File: config.mk
export PLATFORM = sky130hd
export DESIGN_NAME = gdrv_seq
export DESIGN_NICKNAME = d
export VERILOG_FILES = /design/src/rtl/gdrv_pkg.sv /design/src/rtl/gdrv_sync.sv /design/src/rtl/gdrv_classify.sv /design/src/rtl/gdrv_deadtime.sv /design/src/rtl/gdrv_seq.sv
export SDC_FILE = /design/constraint.sdc
export NUM_CORES = 1
export LEC_CHECK = 0
export BUFFER_PORTS_ARGS = -buffer_cell sky130_fd_sc_hd__clkbuf_2
export CAP_MARGIN = 20
export CELL_PAD_IN_SITES_DETAIL_PLACEMENT = 1
export CELL_PAD_IN_SITES_GLOBAL_PLACEMENT = 1
export CORE_MARGIN = 2
export CORE_UTILIZATION = 40
export CTS_CLUSTER_SIZE = 28
export DETAILED_ROUTE_END_ITERATION = 16
export GPL_TIMING_DRIVEN = 1
export PLACE_DENSITY = 0.74
export SLEW_MARGIN = 0
export SYNTH_ARGS = -nofsm -noshare
export SYNTH_HDL_FRONTEND = slang
export SYNTH_SLANG_ARGS = --single-unit
export TNS_END_PERCENT = 10
File: constraint.sdc
create_clock -name clk -period 1.83 [get_ports clk]
set_clock_uncertainty 0.05 [all_clocks]
set_input_delay 0.366 -clock clk [delete_from_list [all_inputs] [get_ports clk]]
set_output_delay 0.366 -clock clk [all_outputs]
set_load 0.02 [all_outputs]
File: src/rtl/gdrv_pkg.sv
package gdrv_pkg;

  typedef enum logic [1:0] {
    PC_LOW  = 2'b00,
    PC_HIGH = 2'b01,
    PC_MID  = 2'b10
  } pwm_cls_e;

  typedef enum logic [2:0] {
    MD_LOCKOUT  = 3'd0,
    MD_DISABLED = 3'd1,
    MD_PREBIAS  = 3'd2,
    MD_SWITCH   = 3'd3,
    MD_TRIOFF   = 3'd4
  } mode_e;

  // raw comparator code to class; code 11 folds into mid
  function automatic pwm_cls_e decode_cls(input logic [1:0] raw);
    pwm_cls_e c;
    case (raw)
      2'b00:   c = PC_LOW;
      2'b01:   c = PC_HIGH;
      default: c = PC_MID;
    endcase
    return c;
  endfunction

endpackage

File: src/rtl/gdrv_sync.sv
module gdrv_sync #(
  parameter int W = 2
) (
  input  logic         clk,
  input  logic         rst_n,
  input  logic [W-1:0] d,
  output logic [W-1:0] q
);

  logic [W-1:0] meta_q;
  logic [W-1:0] sync_q;

  always_ff @(posedge clk or negedge rst_n) begin
    if (!rst_n) begin
      meta_q <= '0;
      sync_q <= '0;
    end else begin
      meta_q <= d;
      sync_q <= meta_q;
    end
  end

  assign q = sync_q;

endmodule

File: src/rtl/gdrv_classify.sv
module gdrv_classify
  import gdrv_pkg::*;
#(
  parameter int HOLD_CYC  = 10,
  parameter int MINON_CYC = 4
) (
  input  logic       clk,
  input  logic       rst_n,
  input  logic [1:0] raw,
  output pwm_cls_e   cls,
  output logic       level_hi,
  output logic       mid_expired,
  output logic       high_qual
);

  localparam int RUN_MAX = ((HOLD_CYC > MINON_CYC) ? HOLD_CYC : MINON_CYC) + 1;
  localparam int RUN_W   = $clog2(RUN_MAX + 1);
  localparam logic [RUN_W-1:0] RUN_TOP = RUN_W'(RUN_MAX);
  localparam logic [RUN_W-1:0] HOLD_V  = RUN_W'(HOLD_CYC);
  localparam logic [RUN_W-1:0] MINON_V = RUN_W'(MINON_CYC);

  pwm_cls_e         cls_in;
  pwm_cls_e         cls_q, cls_d;
  logic [RUN_W-1:0] run_q, run_d;
  logic             run_en;
  logic             lvl_q, lvl_d;
  logic             changed;

  always_comb begin
    cls_in  = decode_cls(raw);
    changed = (cls_in != cls_q);
    cls_d   = cls_in;
    run_en  = changed || (run_q != RUN_TOP);
    run_d   = changed ? RUN_W'(1) : (run_q + 1'b1);
    lvl_d   = (cls_q != PC_MID) ? (cls_q == PC_HIGH) : lvl_q;
  end

  always_ff @(posedge clk or negedge rst_n) begin
    if (!rst_n) begin
      cls_q <= PC_LOW;
      run_q <= '0;
      lvl_q <= 1'b0;
    end else begin
      cls_q <= cls_d;
      lvl_q <= lvl_d;
      if (run_en) run_q <= run_d;
    end
  end

  assign cls         = cls_q;
  assign mid_expired = (cls_q == PC_MID) && (run_q > HOLD_V);
  assign high_qual   = (cls_q == PC_HIGH) && (run_q >= MINON_V);
  assign level_hi    = (cls_q == PC_HIGH) ? 1'b1 :
                       (cls_q == PC_LOW)  ? 1'b0 : lvl_q;

endmodule

File: src/rtl/gdrv_deadtime.sv
module gdrv_deadtime #(
  parameter int DEAD_CYC = 2
) (
  input  logic clk,
  input  logic rst_n,
  input  logic kill,
  input  logic hs_req,
  input  logic ls_req,
  input  logic hs_off_fb,
  input  logic ls_off_fb,
  output logic hs_gate,
  output logic ls_gate
);

  localparam int CNT_W = $clog2(DEAD_CYC + 1);
  localparam logic [CNT_W-1:0] LOAD = CNT_W'(DEAD_CYC - 1);

  logic             hs_q, hs_d;
  logic             ls_q, ls_d;
  logic [CNT_W-1:0] cnt_q, cnt_d;
  logic             cnt_zero;
  logic             off_evt;
  logic             cnt_en;

  always_comb begin
    cnt_zero = (cnt_q == '0);
    hs_d = hs_req && !ls_req && !kill &&
           (hs_q || (!ls_q && ls_off_fb && cnt_zero));
    ls_d = ls_req && !hs_req && !kill &&
           (ls_q || (!hs_q && hs_off_fb && cnt_zero));
    off_evt = (hs_q && !hs_d) || (ls_q && !ls_d);
    cnt_en  = off_evt || !cnt_zero;
    cnt_d   = off_evt ? LOAD : (cnt_q - 1'b1);
  end

  always_ff @(posedge clk or negedge rst_n) begin
    if (!rst_n) begin
      hs_q  <= 1'b0;
      ls_q  <= 1'b0;
      cnt_q <= '0;
    end else begin
      hs_q <= hs_d;
      ls_q <= ls_d;
      if (cnt_en) cnt_q <= cnt_d;
    end
  end

  assign hs_gate = hs_q;
  assign ls_gate = ls_q;

endmodule

File: src/rtl/gdrv_seq.sv
module gdrv_seq
  import gdrv_pkg::*;
#(
  parameter int HOLD_CYC  = 10,
  parameter int MINON_CYC = 4,
  parameter int DEAD_CYC  = 2
) (
  input  logic       clk,
  input  logic       rst_n,
  input  logic       supply_ok,
  input  logic       en,
  input  logic [1:0] pwm_cls,
  input  logic       hs_off_fb,
  input  logic       ls_off_fb,
  output logic       hs_gate,
  output logic       ls_gate,
  output logic [2:0] mode
);

  logic [1:0] cls_sync;
  pwm_cls_e   cls;
  logic       level_hi, mid_expired, high_qual;
  logic       kill, drive_ok, hs_req, ls_req;
  mode_e      mode_q, mode_d;

  gdrv_sync #(.W(2)) u_sync (
    .clk   (clk),
    .rst_n (rst_n),
    .d     (pwm_cls),
    .q     (cls_sync)
  );

  gdrv_classify #(.HOLD_CYC(HOLD_CYC), .MINON_CYC(MINON_CYC)) u_cls (
    .clk         (clk),
    .rst_n       (rst_n),
    .raw         (cls_sync),
    .cls         (cls),
    .level_hi    (level_hi),
    .mid_expired (mid_expired),
    .high_qual   (high_qual)
  );

  // mode sequencing: supply first, then enable, then the run modes
  always_comb begin
    kill = !supply_ok || !en;
    if (!supply_ok)   mode_d = MD_LOCKOUT;
    else if (!en)     mode_d = MD_DISABLED;
    else begin
      case (mode_q)
        MD_LOCKOUT, MD_DISABLED: mode_d = MD_PREBIAS;
        MD_PREBIAS: mode_d = high_qual   ? MD_SWITCH : MD_PREBIAS;
        MD_SWITCH:  mode_d = mid_expired ? MD_TRIOFF : MD_SWITCH;
        MD_TRIOFF:  mode_d = (cls != PC_MID) ? MD_SWITCH : MD_TRIOFF;
        default:    mode_d = MD_LOCKOUT;
      endcase
    end
    drive_ok = !kill &&
               (((mode_q == MD_SWITCH) && !mid_expired) ||
                ((mode_q == MD_TRIOFF) && (cls != PC_MID)));
    hs_req = drive_ok && level_hi;
    ls_req = drive_ok && !level_hi;
  end

  always_ff @(posedge clk or negedge rst_n) begin
    if (!rst_n) mode_q <= MD_LOCKOUT;
    else        mode_q <= mode_d;
  end

  gdrv_deadtime #(.DEAD_CYC(DEAD_CYC)) u_dt (
    .clk       (clk),
    .rst_n     (rst_n),
    .kill      (kill),
    .hs_req    (hs_req),
    .ls_req    (ls_req),
    .hs_off_fb (hs_off_fb),
    .ls_off_fb (ls_off_fb),
    .hs_gate   (hs_gate),
    .ls_gate   (ls_gate)
  );

  assign mode = mode_q;

endmodule

==> metrics.txt, run 1 <==
initial drt markers 4; max cap viols 0; CP Cell Sequence mux2i_1 -> mux2i_1 -> o2111ai_1 -> a21o_1; die area between 2000 and 3000 µm²; GR Overflow Total 0; DR WL met3 between 30 and 40 µm; Critical R2R Launch u_cls.cls[1]; final setup TNS 0 ps; Tcrit/Tclk final roughly 89%; Inserted Diodes 0; Leakage Power approximately 0.49 nW; r2r worst-path depth 4; Int Pwr between 0.6 and 0.7 mW; DP Wirelength 1320 µm; worst skew pair latency 290 ps; Die Span Y roughly 51 µm; sw frac about 28%; most frequent cells after synthesis 18 x dfrtp_1, 8 x nor2_1, 5 x mux2i_1; final hold violation count 0; outcome finished clean; H-Tree Depth 1; IO buf count 12; Post-synth top flop dfrtp_1; root buf cell clkbuf_4; CP max stage cell dfrtp_1; Worst Setup SP u_cls.cls[1]; post-DR vias/cell around 5.3; DIE WIDTH a little over 50 µm; CTS sink cnt 18; reg2reg end u_dt.cnt_q[0]; max incr delay on CP 520 ps; Setup Fix Bufs, Post-CTS 0; CP Data Required Time 1980 ps; combinational share of power a little over a fifth; PwrDens 936 nW/µm²; Tmin final about 1600 ps; routed vias around 630; Synth-to-Final Area Change 13.1%; peak supply drop 0.534 mV; Seq pwr share 51.7%; CTS max path bufs 2; post-route ant nets 0; max-slew violation count 0; crit-path leading delay family multiplexers; share of layout cells above drive strength 1 19.6%; Final Net Count 103; FF+latch count, synth 18; syn nets around 90; Yosys top cell by area dfrtp_1; Finish-stage setup viols 0; TritonCTS Buffers 3; most frequent cell on the critical path mux2i_1; path length in cells of the critical path 4; M1 WL ~740 µm; cells after synthesis 78; RSZ-0062 raised after global routing no; top post-synthesis cells by area dfrtp_1 52%, mux2i_1 5.8%, nor2_1 3.5%; Final Non-Filler Cells about 120; kind of critical path reg -> reg; CTS tree yes; Avg Synthesized Cell Area 11.1 µm²; router iterations before antenna repair 4; hold crit path type in -> reg; Worst-path clk slew 110 ps; first-pass GRT wire length roughly 2900 µm; I/O pins 13; Post-route DRC 0; routed wl met2 between 800 and 900 µm; largest net degree at the start of global routing 19; CP endpoint kind flip-flop; Synth top area share 51.9%; setup slack at placement between 200 and 250 ps; arrival time at the worst endpoint roughly 1800 ps; cell row count 16; Peak Freq slightly above 600 MHz; Tightest Pin Transition 444 ps; Post-Syn Area 867 µm²; switching pwr 0.261 mW; DP Cell Count 114; Synth cell types 30; wire per inst around 14 µm; number of enable flip-flop cells after synthesis 0; final worst setup slack slightly above 200 ps; Slew Limit Headroom just over 70%; highest metal used met4; vias in the first global route 687; WL final about 1700 µm; Worst setup SP type flip-flop; setup slack, reg-to-reg around 200 ps; core area between 2000 and 2500 µm²; Post-synth ARST share 100%; gr usage total around 15%; Seq/Total Area, Yosys between 50 and 60%; Initial Utilization between 40% and 50%; Synth warnings 0; cell with the most instances after synthesis dfrtp_1; CP Max Fanout 7; clock share of power a little over a quarter; worst path bufs/invs 0; crit path capture u_dt.cnt_q[0]; initial antenna violation count 0; Placer Congestion around 0.76
==> cells in the final DEF, fill, tap and decap left out <==
cell type	n
o22a_1	1
xnor2_1	2
dlygate4sd3_1	1
mux2i_1	5
inv_1	4
o21bai_1	1
clkbuf_4	3
nor3_2	1
clkbuf_2	12
dfrtp_1	18
a22oi_1	1
o31a_1	1
nor2_1	8
ha_1	2
nand2_1	3
nor2b_1	3
nand3b_4	1
a21oi_1	4
a21o_1	1
clkbuf_8	1
o2111ai_1	1
nand3b_1	2
nor3b_1	2
o21ai_0	1
a31oi_1	2
o21a_1	1
a211oi_1	1
nand3_1	1
nand2b_1	3
xor2_1	2
nor3_1	2
o211a_1	1
==> what timing repair did <==
action,4_1_cts,5_1_grt
hold buffers,1,0
hold endpoints to repair,18,0
gates resized for setup,0,0
==> power by group through the flow <==
stage               Combinational [mW]  Sequential (mW)  Clock, mW
global route                     0.231            0.481      0.269
detailed placement               0.203            0.484          0
finish                           0.198            0.475      0.245
global placement                 0.187            0.481          0
floorplan                        0.157            0.474          0
CTS                              0.205            0.475      0.252
==> registers in the layout, summed over array words and instances (netlist names) <==
| signal | count |
|---|---|
| mode | 3 |
| u_cls.cls | 2 |
| u_cls.lvl_q | 1 |
| u_cls.run_q | 4 |
| u_dt.cnt_q | 2 |
| u_dt.hs_gate | 1 |
| u_dt.ls_gate | 1 |
| u_sync.meta_q | 2 |
| u_sync.q | 2 |
==> metrics by stage <==
step                util (%)  cell area [µm²]  hold WS, ps  power (mW)
floorplan                  -              867         20.4       0.631
global placement        46.7              935          279       0.668
detailed placement      46.7              935          282       0.686
CTS                     49.0              981          122       0.933
global route            49.0              981          110       0.982
finish                  49.0              981          131       0.918
==> cell families after synthesis <==
logic type      count (synthesis)  synth area share (%)
fa+ha+maj                       2                  2.89
xor+xnor                        4                  4.04
buf+inv                         7                  4.76
flops                          18                  51.9
simple gates                   26                  17.7
mux                             5                  5.77
compound gates                 16                  12.8
==> metal layers <==
layer	GRT usage, %	vias to the layer above
met5	0	-
met3	2.68	4
met1	16.4	317
met2	28.3	6
li1	-	298
met4	5.41	0
==> area by class of cell <==
| cell class | count | area, µm² |
|---|---|---|
| fill | 231 | 1020 |
| inverter | 4 | 15.0 |
| multi-input combinational | 53 | 375 |
| timing repair buffer | 13 | 70.1 |
| sequential | 18 | 450 |
| tap | 27 | 33.8 |
| clock buffer | 4 | 36.3 |
==> worst min-delay path by stage <==
stage,startpoint,endpoint,depth (start not counted)
2_1_floorplan,rst_n,mode[0],0
3_3_place_gp,rst_n,u_sync.meta_q[0],1
3_5_place_dp,rst_n,u_cls.cls[1],1
4_1_cts,pwm_cls[1],u_sync.meta_q[1],1
5_1_grt,pwm_cls[1],u_sync.meta_q[1],1
6_report,pwm_cls[1],u_sync.meta_q[1],1
Power figures use the tool's default switching activity.
==> inputs of run 2 (changes only) <==
CORE_ASPECT_RATIO = 0.8   (was not set)
==> run 2 against run 1 <==
Worst hold slack lost 9.9 ps; critical path depth is the same; final area shrank 0.26%; final cell count shrank 1.7%; combinational power grew 6%; clock power is essentially flat; count of clock-buffer cells in the layout is the same; sequential cell count is the same; critical endpoint unchanged; global-route usage grew 0.42 points; critical path type unchanged; via count shrank 0.48%; setup slack gained 31 ps.
==> metrics.txt, run 2 (synthesized netlist as in run 1, its figures left out) <==
max-slew violation count 0 (unchanged); max cap viols 0 (unchanged); Multi-input gate area 375 µm² (unchanged); hold crit path type in -> reg (unchanged); Finish-stage setup viols 0 (unchanged); Peak Freq 627 MHz (was 615 MHz); peak supply drop 0.564 mV (was 0.534 mV); Post-route DRC 0 (unchanged); most frequent cell on the critical path mux2i_1 (unchanged); CTS max path bufs 2 (unchanged); CP Data Required Time 1980 ps (about the same); Tightest Pin Transition 441 ps (was 444 ps); Worst setup SP type flip-flop (unchanged); max incr delay on CP 520 ps (about the same); outcome finished clean (unchanged); initial drt markers 23 (was 4); arrival time at the worst endpoint 1750 ps (was 1780 ps); Placer Congestion 0.745 (was 0.763); TritonCTS Buffers 3 (unchanged); crit-path leading delay family multiplexers (unchanged); I/O pins 13 (unchanged); final design utilization 46.5% (was 49.0%); Final Net Count 103 (unchanged); CP Max Fanout 7 (unchanged); WL final 1690 µm (was 1680 µm); Leakage Power 0.491 nW (unchanged); r2r worst-path depth 4 (unchanged); first-pass GRT wire length 2840 µm (was 2870 µm); Slew Limit Headroom 70.6% (was 70.4%); largest net degree at the start of global routing 19 (unchanged); vias in the first global route 595 (was 687); CTS tree yes (unchanged); router iterations before antenna repair 4 (unchanged); max reg flops 4 (unchanged); post-DR vias/cell 5.32 (was 5.25); most frequent cells in the layout 18 x dfrtp_1, 12 x clkbuf_2, 8 x nor2_1 (unchanged); share of layout cells above drive strength 1 19.6% (unchanged); Tcrit/Tclk final 87.2% (was 88.8%); wire per inst 14.4 µm (was 14.1 µm); die area 2560 µm² (about the same); worst skew pair latency 300 ps (was 290 ps); PwrDens 952 nW/µm² (was 936 nW/µm²); Setup Fix Bufs, Post-CTS 0 (unchanged); Post-CTS Resized 0 (unchanged); GR Overflow Total 0 (unchanged); CP Cell Sequence mux2i_1 -> mux2i_1 -> o2111ai_1 -> a21o_1 (unchanged); Worst-path clk slew 110 ps (about the same); IO buf count 12 (unchanged); path length in cells of the critical path 4 (unchanged); worst path bufs/invs 0 (unchanged); H-Tree Depth 1 (unchanged); # hold bufs at CTS 1 (unchanged); Inserted Diodes 0 (unchanged); root buf cell clkbuf_4 (unchanged); Most flops, register u_cls.run_q (unchanged); kind of critical path reg -> reg (unchanged); Tmin final 1600 ps (was 1630 ps); sequential standard cell area 450 µm² (unchanged); final setup TNS 0 ps (unchanged); DIE WIDTH 56.1 µm (was 50.6 µm); Initial Utilization 41.3% (was 43.3%); Fillers 241 (was 231); DP Wirelength 1310 µm (was 1320 µm); most common cell after layout, fill and taps aside dfrtp_1 (unchanged); RSZ-0062 raised after global routing no (unchanged); Die Span Y 45.6 µm (was 50.6 µm); CP endpoint kind flip-flop (unchanged); cell row count 15 (was 16); initial antenna violation count 0 (unchanged); CP max stage cell dfrtp_1 (unchanged); routed vias 622 (was 625); gr usage total 15.4% (was 14.9%); core area 2100 µm² (was 2000 µm²); Fin Hold WS 121 ps (was 131 ps); Hold Crit Depth 1 (unchanged); post-route ant nets 0 (unchanged); final hold violation count 0 (unchanged); Synth-to-Final Area Change 12.8% (was 13.1%); CTS sink cnt 18 (unchanged)
## run 2: cell counts in the layout (fill, tap and decap cells not counted)
Identical to the previous run, type by type.
## run 2: worst paths after layout
check | start | endpoint | slack, ps
setup / recovery | u_cls.cls[1] | u_dt.cnt_q[0] | 230
hold / removal | pwm_cls[0] | u_sync.meta_q[0] | 120
setup reg to reg | u_cls.cls[1] | u_dt.cnt_q[0] | 230
hold reg to reg | u_sync.meta_q[1] | u_sync.q[1] | 310
max in group asynchronous | rst_n | u_cls.run_q[3] | 930
min in group asynchronous | rst_n | mode[2] | 480
## run 2: area by class of cell
cell class	count	share of cell area, %
inverter	4	1.53
clock buffer	4	3.71
sequential	18	46.0
tap	25	3.20
timing repair buffer	13	7.16
multi-input combinational	53	38.4
## run 2: worst reg2reg max path, stage by stage (launching register included)
cell,delay [ps]
dfrtp_1,520
mux2i_1,330
mux2i_1,220
o2111ai_1,170
a21o_1,210
## run 2: metal layers
| metal | track usage, % | wire [µm] |
|---|---|---|
| met1 | 20.0 | 825 |
| met2 | 24.2 | 776 |
| met3 | 4.26 | 53 |
| met4 | 7.14 | 33 |
| met5 | 0 | 0 |
## run 2: report_power, final
| group | total (mW) | switching [mW] | internal (mW) |
|---|---|---|---|
| Clock | 0.246 | 0.125 | 0.121 |
| Sequential | 0.475 | 0.0353 | 0.440 |
| Combinational | 0.210 | 0.110 | 0.0998 |
## run 2: per-stage QoR
stage / setup WS, ps / cells / power (mW) / area (µm²)
global placement: 326 / 112 / 0.667 / 932
detailed placement: 208 / 112 / 0.695 / 932
floorplan: 437 / 78 / 0.631 / 867
finish: 235 / 117 / 0.931 / 978
CTS: 200 / 117 / 0.953 / 978
global route: 109 / 117 / 1.00 / 978
